<file path="src/rtl/pm_pkg.sv">
// Shared definitions for the power mode controller.
// Assumes the mode request bits occupy bits 1:0 of the control register.
package pm_pkg;

    typedef enum logic [1:0] {
        PM_RUN  = 2'b00,
        PM_IDLE = 2'b01,
        PM_STOP = 2'b10
    } pm_mode_e;

    localparam int IDLE_BIT = 0;
    localparam int STOP_BIT = 1;

    // Map the two request bits to a target state; stop outranks idle.
    function automatic pm_mode_e decode_req(input logic [1:0] bits);
        if (bits[STOP_BIT])
            return PM_STOP;
        else if (bits[IDLE_BIT])
            return PM_IDLE;
        else
            return PM_RUN;
    endfunction

endpackage

</file>
<file path="src/rtl/pm_rst_merge.sv">
// Reset source merger.
// Combines the power-on reset with N_SRC qualified reset requests into one
// synchronous clear, and registers a restart flag that is set after every
// edge at which any reset was active. Assumes all inputs are synchronous to clk.
module pm_rst_merge #(
    parameter int N_SRC = 3
) (
    input  logic             clk,
    input  logic             rst_n,
    input  logic [N_SRC-1:0] src_req,
    input  logic [N_SRC-1:0] src_en,
    output logic             clr_n,
    output logic             restart
);

    logic [N_SRC-1:0] gated;
    logic             restart_q;

    // Qualify each reset request with its own enable.
    for (genvar i = 0; i < N_SRC; i++) begin : g_src
        assign gated[i] = src_req[i] & src_en[i];
    end

    // Active-low clear for the rest of the block.
    assign clr_n = rst_n & ~(|gated);

    // Remember whether a reset was active at this edge.
    always_ff @(posedge clk) begin
        if (!rst_n)
            restart_q <= 1'b1;
        else
            restart_q <= |gated;
    end

    assign restart = restart_q;

endmodule

</file>
<file path="src/rtl/pm_sfr_port.sv">
// Control register port.
// Decodes bus accesses to SEL_ADDR, stores the general-purpose upper bits,
// holds a state request until the writing instruction completes, and returns
// registered read data with the request bits forced to zero.
// Assumes DATA_W >= 3 and that reads and writes are not issued together.
module pm_sfr_port
    import pm_pkg::*;
#(
    parameter int                ADDR_W   = 8,
    parameter int                DATA_W   = 8,
    parameter logic [ADDR_W-1:0] SEL_ADDR = 8'h87
) (
    input  logic              clk,
    input  logic              clr_n,
    input  logic [ADDR_W-1:0] sfr_addr,
    input  logic              sfr_wr,
    input  logic              sfr_rd,
    input  logic [DATA_W-1:0] sfr_wdata,
    input  logic              instr_done,
    input  logic              in_run,
    output logic              req_valid,
    output pm_mode_e          req_mode,
    output logic [DATA_W-1:0] rdata
);

    localparam int RSV_W = DATA_W - 2;

    logic              hit;
    logic              wr_hit;
    logic              rd_hit;
    pm_mode_e          wr_req;
    pm_mode_e          pend_q;
    logic [RSV_W-1:0]  rsv_q;
    logic [DATA_W-1:0] rdata_q;

    // Address match and strobe qualification.
    assign hit    = (sfr_addr == SEL_ADDR);
    assign wr_hit = hit & sfr_wr;
    assign rd_hit = hit & sfr_rd;

    // Target state carried by the current write data.
    assign wr_req = decode_req(sfr_wdata[1:0]);

    // A write in this cycle overrides an older held request.
    always_comb begin
        if (wr_hit && (wr_req != PM_RUN))
            req_mode = wr_req;
        else
            req_mode = pend_q;
    end

    // Request fires only at instruction completion while running.
    assign req_valid = instr_done & in_run & (req_mode != PM_RUN);

    // Storage for upper bits, held request and read data.
    always_ff @(posedge clk) begin
        if (!clr_n) begin
            rsv_q   <= '0;
            pend_q  <= PM_RUN;
            rdata_q <= '0;
        end else begin
            if (wr_hit)
                rsv_q <= sfr_wdata[DATA_W-1:2];
            if (instr_done && in_run)
                pend_q <= PM_RUN;
            else if (wr_hit && (wr_req != PM_RUN))
                pend_q <= wr_req;
            rdata_q <= rd_hit ? {rsv_q, 2'b00} : '0;
        end
    end

    assign rdata = rdata_q;

endmodule

</file>
<file path="src/rtl/pm_fsm.sv">
// Power state sequencer.
// Holds the registered run/idle/stop state and decodes the clock and
// oscillator enables from it, so enables only change at clock edges.
// Assumes clr_n already folds in every reset source.
module pm_fsm
    import pm_pkg::*;
#(
    parameter int IRQ_N = 4
) (
    input  logic             clk,
    input  logic             clr_n,
    input  logic             req_valid,
    input  pm_mode_e         req_mode,
    input  logic [IRQ_N-1:0] irq_pend,
    input  logic [IRQ_N-1:0] irq_en,
    output pm_mode_e         mode,
    output logic             in_run,
    output logic             cpu_clk_en,
    output logic             periph_clk_en,
    output logic             osc_en
);

    pm_mode_e state_q;
    pm_mode_e state_d;
    logic     wake;

    // Any enabled pending interrupt may end idle.
    assign wake = |(irq_pend & irq_en);

    // Next-state selection; stop has no exit other than clr_n.
    always_comb begin
        state_d = state_q;
        unique case (state_q)
            PM_RUN:  if (req_valid) state_d = req_mode;
            PM_IDLE: if (wake)      state_d = PM_RUN;
            PM_STOP: state_d = PM_STOP;
            default: state_d = PM_RUN;
        endcase
    end

    // State register with synchronous clear.
    always_ff @(posedge clk) begin
        if (!clr_n)
            state_q <= PM_RUN;
        else
            state_q <= state_d;
    end

    // Enable decode from the registered state.
    always_comb begin
        cpu_clk_en    = (state_q == PM_RUN);
        periph_clk_en = (state_q != PM_STOP);
        osc_en        = (state_q != PM_STOP);
    end

    assign mode   = state_q;
    assign in_run = (state_q == PM_RUN);

endmodule

</file>
<file path="src/rtl/pwr_mode_ctrl.sv">
// Power mode controller top.
// Ties together the reset merger, the control register port and the state
// sequencer. The block sits in an always-on clock domain.
// Assumes all inputs are synchronous to clk.
module pwr_mode_ctrl
    import pm_pkg::*;
#(
    parameter int                ADDR_W   = 8,
    parameter int                DATA_W   = 8,
    parameter int                IRQ_N    = 4,
    parameter logic [ADDR_W-1:0] SEL_ADDR = 8'h87
) (
    input  logic              clk,
    input  logic              rst_n,
    input  logic [ADDR_W-1:0] sfr_addr,
    input  logic              sfr_wr,
    input  logic              sfr_rd,
    input  logic [DATA_W-1:0] sfr_wdata,
    output logic [DATA_W-1:0] sfr_rdata,
    input  logic              instr_done,
    input  logic [IRQ_N-1:0]  irq_pend,
    input  logic [IRQ_N-1:0]  irq_en,
    input  logic              wdt_rst,
    input  logic              wdt_en,
    input  logic              mcd_rst,
    input  logic              mcd_en,
    input  logic              pin_rst,
    output logic [1:0]        pm_mode,
    output logic              cpu_clk_en,
    output logic              periph_clk_en,
    output logic              osc_en,
    output logic              restart_zero
);

    localparam int N_SRC = 3;

    logic     clr_n;
    logic     in_run;
    logic     req_valid;
    pm_mode_e req_mode;
    pm_mode_e mode;

    pm_rst_merge #(.N_SRC(N_SRC)) u_rst (
        .clk     (clk),
        .rst_n   (rst_n),
        .src_req ({pin_rst, mcd_rst, wdt_rst}),
        .src_en  ({1'b1,    mcd_en,  wdt_en}),
        .clr_n   (clr_n),
        .restart (restart_zero)
    );

    pm_sfr_port #(
        .ADDR_W   (ADDR_W),
        .DATA_W   (DATA_W),
        .SEL_ADDR (SEL_ADDR)
    ) u_port (
        .clk        (clk),
        .clr_n      (clr_n),
        .sfr_addr   (sfr_addr),
        .sfr_wr     (sfr_wr),
        .sfr_rd     (sfr_rd),
        .sfr_wdata  (sfr_wdata),
        .instr_done (instr_done),
        .in_run     (in_run),
        .req_valid  (req_valid),
        .req_mode   (req_mode),
        .rdata      (sfr_rdata)
    );

    pm_fsm #(.IRQ_N(IRQ_N)) u_fsm (
        .clk           (clk),
        .clr_n         (clr_n),
        .req_valid     (req_valid),
        .req_mode      (req_mode),
        .irq_pend      (irq_pend),
        .irq_en        (irq_en),
        .mode          (mode),
        .in_run        (in_run),
        .cpu_clk_en    (cpu_clk_en),
        .periph_clk_en (periph_clk_en),
        .osc_en        (osc_en)
    );

    assign pm_mode = mode;

endmodule

</file>
<file path="config.mk">
export PLATFORM = sky130hd
export DESIGN_NAME = pwr_mode_ctrl
export DESIGN_NICKNAME = d
export VERILOG_FILES = /design/src/rtl/pm_pkg.sv /design/src/rtl/pm_rst_merge.sv /design/src/rtl/pm_sfr_port.sv /design/src/rtl/pm_fsm.sv /design/src/rtl/pwr_mode_ctrl.sv
export SDC_FILE = /design/constraint.sdc
export NUM_CORES = 1
export LEC_CHECK = 0
export BUFFER_PORTS_ARGS = -buffer_cell sky130_fd_sc_hd__buf_4
export CAP_MARGIN = 20
export CORE_ASPECT_RATIO = 1.2
export CORE_MARGIN = 2
export CORE_UTILIZATION = 42
export DETAILED_ROUTE_END_ITERATION = 8
export PLACE_DENSITY = 0.79
export SLEW_MARGIN = 40
export SYNTH_ARGS = -nofsm -noshare
export SYNTH_HDL_FRONTEND = slang
export SYNTH_SLANG_ARGS = --single-unit
</file>
<file path="constraint.sdc">
create_clock -name clk -period 3.3 [get_ports clk]
set_input_delay 0.495 -clock clk [delete_from_list [all_inputs] [get_ports clk]]
set_output_delay 0.495 -clock clk [all_outputs]
set_load 0.005 [all_outputs]
</file>
==> impl_metrics.tcl, run 1 <==
set metrics [dict create \
    report.final.hold_viol_count 0 \
    syn-mean-instance-area_um2 10.5 \
    grt_start_max_net_pins 13 \
    chipWidth_um 41.6 \
    globalRoute.totalOverflow 0 \
    ys_seq_area_share_pct 47.8 \
    areaGrowthSynthToFinish_pct 48.3 \
    power-per-cell-area_nw_per_um2 333 \
    grt_pass1_wl_um 2570 \
    grt_setup_unrepaired "no" \
    synth_warnings 0 \
    worstSetupPathType "in2reg" \
    cts-hold-fix-buffers 0 \
    hpwl_um 1220 \
    groute.layer.met2.usage_pct 28.9 \
    slowest_delay_ns 0.58 \
    result_of_the_run "finished clean" \
    drc 0 \
    routedWlPerCell_um 11.0 \
    placementRows 16 \
    synth_top_family_by_area "simple AND/OR/NAND/NOR gates" \
    power.total_mw 0.351 \
    clock_latency_ns 0.28 \
    port_buffers 45 \
    clockRootBuffer "sky130_fd_sc_hd__clkbuf_4" \
    clock.fmax_mhz 600 \
    post-route-period-util_pct 50.5 \
    fin_area_um2 1060 \
    die_area_um2 2040 \
    ir_drop_v 0.000179 \
    fin_skew_ns 0.00174 \
    yosys.area_share.adder_pct 0 \
    global_route.usage.total_pct 15.9 \
    final.setup.tns_ns 0 \
    setup_violations 0 \
    maximum_level_of_the_cts_h_tree 1 \
    netlist_area_um2 712 \
    synth_area_leader_cell "sky130_fd_sc_hd__dfxtp_1" \
    fin_crit_ns 1.67 \
    drt_iter0_markers 11 \
    vias_in_the_first_global_route 637 \
    ctsResizeCount 0 \
    fillerInstances 140 \
    route.detailed.vias_per_inst 4.76 \
    top_level_ports 48 \
    synth.area.top_cells "sky130_fd_sc_hd__dfxtp_1 (48%), sky130_fd_sc_hd__mux2i_1 (8.4%), sky130_fd_sc_hd__and2_1 (5.3%)" \
    max_slew_margin_pct 63.6 \
    critPathCaptureType "flop" \
    cp_data_arrival_time_ns 1.89 \
    slowest_stage "sky130_fd_sc_hd__nor3_1" \
    gr-usage-met1_pct 17.9 \
    route.antenna.remaining_nets 0 \
    synth_xor_xnor_area_share_pct 0 \
    antenna_violations_before_repair 0 \
    total_leakage_power_nw 0.461 \
    worst-slew-pin-transition_ns 0.544 \
    detail_route.wirelength_um 1440 \
    fp.coreArea_um2 1620 \
    synth_mux_area_share_pct 8.44 \
    use_met3_pct 4.07 \
    tritoncts.num_buffers 3 \
    critical_path_required_ns 3.52 \
    synth_compound_gate_area_share_pct 10.5 \
    dpl-instance-area_um2 1030 \
    top_usage_layer "met2" \
    cts_num_sinks 17 \
    cts_setup_buffers 0 \
    synth_cell_types 22 \
    cp_max_fo 12 \
    synth_top_area_share_pct 47.8 \
    drtPass1Iterations 4 \
    multi_input_logic_area_um2 318 \
    tritoncts "built" \
    element_type_at_the_critical_path_start "input port" \
    drive_gt1_share_pct 46.9 \
    maxCapViolations 0 \
    area.sequential_um2 340 \
    syn-instance-count 68 \
    gpl.final_weighted_congestion 0.687 \
    floorplan.initialDensity_pct 43.9 \
    synth-seq-cells 17 \
    die_y_um 49.1 \
    path_cells "buf_4 > nand4b_1 > nor3_1 > and2_1" \
    finish.net_count 148 \
    clockBufferDepth 2 \
    timing.final.max_slew_violations 0 \
    hold_path.class "in2reg" \
    vias 624 \
    synth_simple_gate_area_share_pct 24.6 \
    insertedDiodeCount 0 \
    register_clock_pin_slew_on_the_reported_worst_setup_and_hold_paths_ns 0.09 \
]
cell usage in the layout, fill, tap and decap left out, types with 2 or more instances in the layout:
| master | Yosys | layout |
|---|---|---|
| sky130_fd_sc_hd__nor2_1 | 10 | 10 |
| sky130_fd_sc_hd__nand2b_1 | 2 | 2 |
| sky130_fd_sc_hd__nand2_1 | 5 | 5 |
| sky130_fd_sc_hd__and4bb_1 | 2 | 2 |
| sky130_fd_sc_hd__mux2i_1 | 6 | 6 |
| sky130_fd_sc_hd__conb_1 | 1 | 2 |
| sky130_fd_sc_hd__clkbuf_4 | 0 | 3 |
| sky130_fd_sc_hd__and2_1 | 6 | 6 |
| sky130_fd_sc_hd__inv_1 | 3 | 3 |
| sky130_fd_sc_hd__buf_4 | 3 | 45 |
| sky130_fd_sc_hd__dfxtp_1 | 17 | 17 |
| sky130_fd_sc_hd__nand4_1 | 2 | 2 |
Yosys cell counts:
master / instances
sky130_fd_sc_hd__a22oi_4: 1
sky130_fd_sc_hd__and2_1: 6
sky130_fd_sc_hd__o22ai_1: 1
sky130_fd_sc_hd__buf_4: 3
sky130_fd_sc_hd__nand4b_1: 1
sky130_fd_sc_hd__dfxtp_1: 17
sky130_fd_sc_hd__conb_1: 1
sky130_fd_sc_hd__a22o_2: 1
sky130_fd_sc_hd__clkbuf_1: 1
sky130_fd_sc_hd__mux2i_1: 6
sky130_fd_sc_hd__buf_12: 1
sky130_fd_sc_hd__and3_4: 1
sky130_fd_sc_hd__inv_1: 3
sky130_fd_sc_hd__or2_2: 1
sky130_fd_sc_hd__a2111oi_4: 1
sky130_fd_sc_hd__nand4_1: 2
sky130_fd_sc_hd__and4bb_1: 2
sky130_fd_sc_hd__nor3_1: 1
sky130_fd_sc_hd__nor2_1: 10
sky130_fd_sc_hd__nand2_1: 5
sky130_fd_sc_hd__nand2b_1: 2
sky130_fd_sc_hd__a222oi_1: 1
routing by layer:
layer  routed length [um]  share of wire [%]
met1                  560                 39
met2                  763                 53
met3                  118                8.2
met4                    0                  0
met5                    0                  0
worst max-delay path: cells and delay by family:
family | cells | cell delay (ns)
buf+inv | 1 | 0.10
simple gates | 3 | 1.29
per-stage QoR:
step	utilization, %	hold WS (ns)	setup slack [ns]	cells
detailed placement	63.5	0.439	1.35	127
finish	65.1	0.451	1.63	131
CTS	65.1	0.450	1.63	131
floorplan	-	0.429	1.71	69
global route	65.1	0.450	1.41	131
global placement	63.5	0.435	1.41	127
state kept, by name, indices dropped and copies added, names as in the netlist:
name           cells
u_port.rsv_q       6
u_fsm.mode         2
u_port.rdata       6
u_rst.restart      1
u_port.pend_q      2
power breakdown:
group | switching, mW | leakage, nW | internal (mW) | total (mW)
Sequential | 0.000147 | 0.137 | 0.206 | 0.206
Clock | 0.0586 | 0.0150 | 0.0468 | 0.105
Combinational | 0.0115 | 0.309 | 0.0287 | 0.0402
cell type report:
class,count,share of cell area (%)
Inverter,3,1.07
Timing Repair Buffer,45,32.0
Sequential cell,17,32.2
Tap cell,18,2.13
Multi-Input combinational cell,44,30.1
Clock buffer,4,2.49
logic make-up (layout without fill, tap and decap cells):
| group | after synthesis | count (layout) |
|---|---|---|
| AO/OA/AOI/OAI | 5 | 5 |
| buffers and inverters | 8 | 52 |
| flip-flops | 17 | 17 |
| multiplexers | 6 | 6 |
| other | 1 | 2 |
| AND/OR/NAND/NOR | 31 | 31 |
final timing paths:
| check | start | to | slack, ns | cells after the start |
|---|---|---|---|---|
| setup / recovery | pin_rst | u_port.rdata[6] | 1.63 | 4 |
| hold / removal | sfr_wdata[6] | u_port.rsv_q[4] | 0.45 | 3 |
| setup reg to reg | u_fsm.mode[0] | u_fsm.mode[0] | 2.20 | 4 |
| hold reg to reg | u_port.rsv_q[0] | u_port.rdata[2] | 0.46 | 1 |
(Power assumes the default switching activity.)
==> run 2, diff against run 1 <==
CORE_UTILIZATION = 39   (was 42)
PLACE_DENSITY = 0.74   (was 0.79)
clock period = 1.6 ns   (was 3.3 ns; I/O delays follow)
==> run 2 against run 1 <==
  * Setup slack lost 1.3 ns
  * Combinational power grew 110%
  * Critical path depth shrank 2
  * Sequential cell count is the same
  * Utilization shrank 1.4 points
  * Clock skew increased by 0.0077 ns
  * Register-to-register slack lost 1.7 ns
  * Total power up 110%
  * Via count increased by 2.4%
  * Highest routed layer is now met4
==> impl_metrics.tcl, run 2 (synthesis results as in run 1) <==
set metrics [dict create \
    grt_setup_unrepaired "no" \
    placementRows 16 \
    detail_route.wirelength_um 1440 \
    worst_r2r_path_depth 4 \
    p_sw_mw 0.155 \
    hold_path.class "in2reg" \
    result_of_the_run "finished clean" \
    drtPass1Iterations 4 \
    preCtsSetupSlack_ns 0.113 \
    drc 0 \
    globalRoute.totalOverflow 0 \
    clock.fmax_mhz 802 \
    final.setup.tns_ns 0 \
    register_clock_pin_slew_on_the_reported_worst_setup_and_hold_paths_ns 0.10 \
    clockRootBuffer "sky130_fd_sc_hd__clkbuf_4" \
    setup_violations 0 \
    mostFrequentLayoutCell "sky130_fd_sc_hd__buf_4" \
    insertedDiodeCount 0 \
    worstSetupPathType "reg2out" \
    layout.cells.non_filler 133 \
    vias 639 \
    post-route-period-util_pct 78.0 \
    sequentialPowerShare_pct 57.9 \
    ctsResizeCount 0 \
    timing.final.max_slew_violations 0 \
    cp_data_arrival_time_ns 1.01 \
    die_area_um2 2180 \
    fillerInstances 148 \
    cp_max_fo 5 \
    ir_drop_v 0.000490 \
    count_of_cells_along_the_worst_hold_path 3 \
    critical_path_required_ns 1.36 \
    areaGrowthSynthToFinish_pct 50.6 \
    tritoncts "built" \
    grt_pass1_wl_um 2340 \
    finalHoldWorstSlack_ns 0.179 \
    global_route.usage.total_pct 14.1 \
    cts_setup_buffers 0 \
    report.final.hold_viol_count 0 \
    cts-hold-fix-buffers 0 \
    element_type_at_the_critical_path_start "flop" \
    tritoncts.num_buffers 3 \
    power.internal_mw 0.578 \
    route.antenna.remaining_nets 0 \
    clock_latency_ns 0.29 \
    maximum_level_of_the_cts_h_tree 1 \
    drt_iter0_markers 7 \
    place.detailed.instances 129 \
    die_y_um 50.8 \
    hpwl_um 1210 \
    power_frac_clock_pct 30.5 \
    floorplan.initialDensity_pct 42.3 \
    gpl.final_weighted_congestion 0.721 \
    power-per-cell-area_nw_per_um2 683 \
    switching_share_pct 21.1 \
    fin_crit_ns 1.25 \
    routedWlPerCell_um 10.8 \
    finish.net_count 150 \
    top_level_ports 48 \
    route.detailed.vias_per_inst 4.80 \
    cts_num_sinks 17 \
    vias_in_the_first_global_route 615 \
    critPathCaptureType "output port" \
    grt_start_max_net_pins 11 \
    fp.coreArea_um2 1680 \
    chipWidth_um 43 \
    combPwrFrac_pct 11.5 \
    area.sequential_um2 340 \
    maxCapViolations 0 \
    fin_skew_ns 0.00941 \
    final_setup_margin_ns 0.353 \
    multi_input_logic_area_um2 318 \
    layout.cells.most_common_list "sky130_fd_sc_hd__buf_4 (47), sky130_fd_sc_hd__dfxtp_1 (17), sky130_fd_sc_hd__nor2_1 (10), sky130_fd_sc_hd__and2_1 (6), sky130_fd_sc_hd__mux2i_1 (6)" \
    clockBufferDepth 2 \
    total_leakage_power_nw 0.474 \
    antenna_violations_before_repair 0 \
    drive_gt1_share_pct 48.7 \
    port_buffers 45 \
]
-- run 2: changes by cell type in the layout (fill, tap and decap cells not counted), sizes merged --
cell,change
buf,+2
clkinv,+1
clkbuf,-1
-- run 2: path summary, 6_finish.rpt --
path / from / end / slack [ns]
max: u_fsm.mode[0] / osc_en / 0.35
max reg2reg: u_fsm.mode[0] / u_fsm.mode[0] / 0.49
min: sfr_wdata[3] / u_port.rsv_q[1] / 0.18
min reg2reg: u_port.rsv_q[4] / u_port.rdata[6] / 0.46
-- run 2: worst max-delay path, stage by stage, from the launching register on --
cell	delay, ns
sky130_fd_sc_hd__dfxtp_1	0.45
sky130_fd_sc_hd__nand2b_1	0.16
sky130_fd_sc_hd__buf_4	0.11
-- run 2: cell type report --
| class | instances | area share [%] |
|---|---|---|
| inverters | 3 | 1.05 |
| well taps | 18 | 2.10 |
| clock buffers | 3 | 2.10 |
| clock inverters | 1 | 0.467 |
| multi-input cells | 44 | 29.6 |
| repair buffers | 47 | 32.9 |
| flip-flops and latches | 17 | 31.7 |
-- run 2: per-stage QoR --
| step | cell area, um^2 | utilization, % | total power, mW |
|---|---|---|---|
| floorplan | 716 | - | 0.455 |
| global placement | 1040 | 62.1 | 0.518 |
| detailed placement | 1040 | 62.1 | 0.520 |
| CTS | 1070 | 63.8 | 0.742 |
| global route | 1070 | 63.8 | 0.765 |
| finish | 1070 | 63.8 | 0.733 |
-- run 2: power groups by stage --
| stage | clock network, mW | registers, mW | logic, mW |
|---|---|---|---|
| 3_5_place_dp | 0 | 0.434 | 0.0856 |
| 2_1_floorplan | 0 | 0.434 | 0.0210 |
| 5_1_grt | 0.247 | 0.425 | 0.0924 |
| 3_3_place_gp | 0 | 0.434 | 0.0839 |
| 6_report | 0.224 | 0.424 | 0.0846 |
| 4_1_cts | 0.232 | 0.424 | 0.0858 |
-- run 2: metal layers --
| metal | vias up | wire [um] | GRT usage, % |
|---|---|---|---|
| li1 | 318 | - | - |
| met1 | 287 | 518 | 14.0 |
| met2 | 32 | 767 | 26.0 |
| met3 | 2 | 141 | 6.83 |
| met4 | 0 | 12 | 3.54 |
| met5 | - | 0 | 0 |
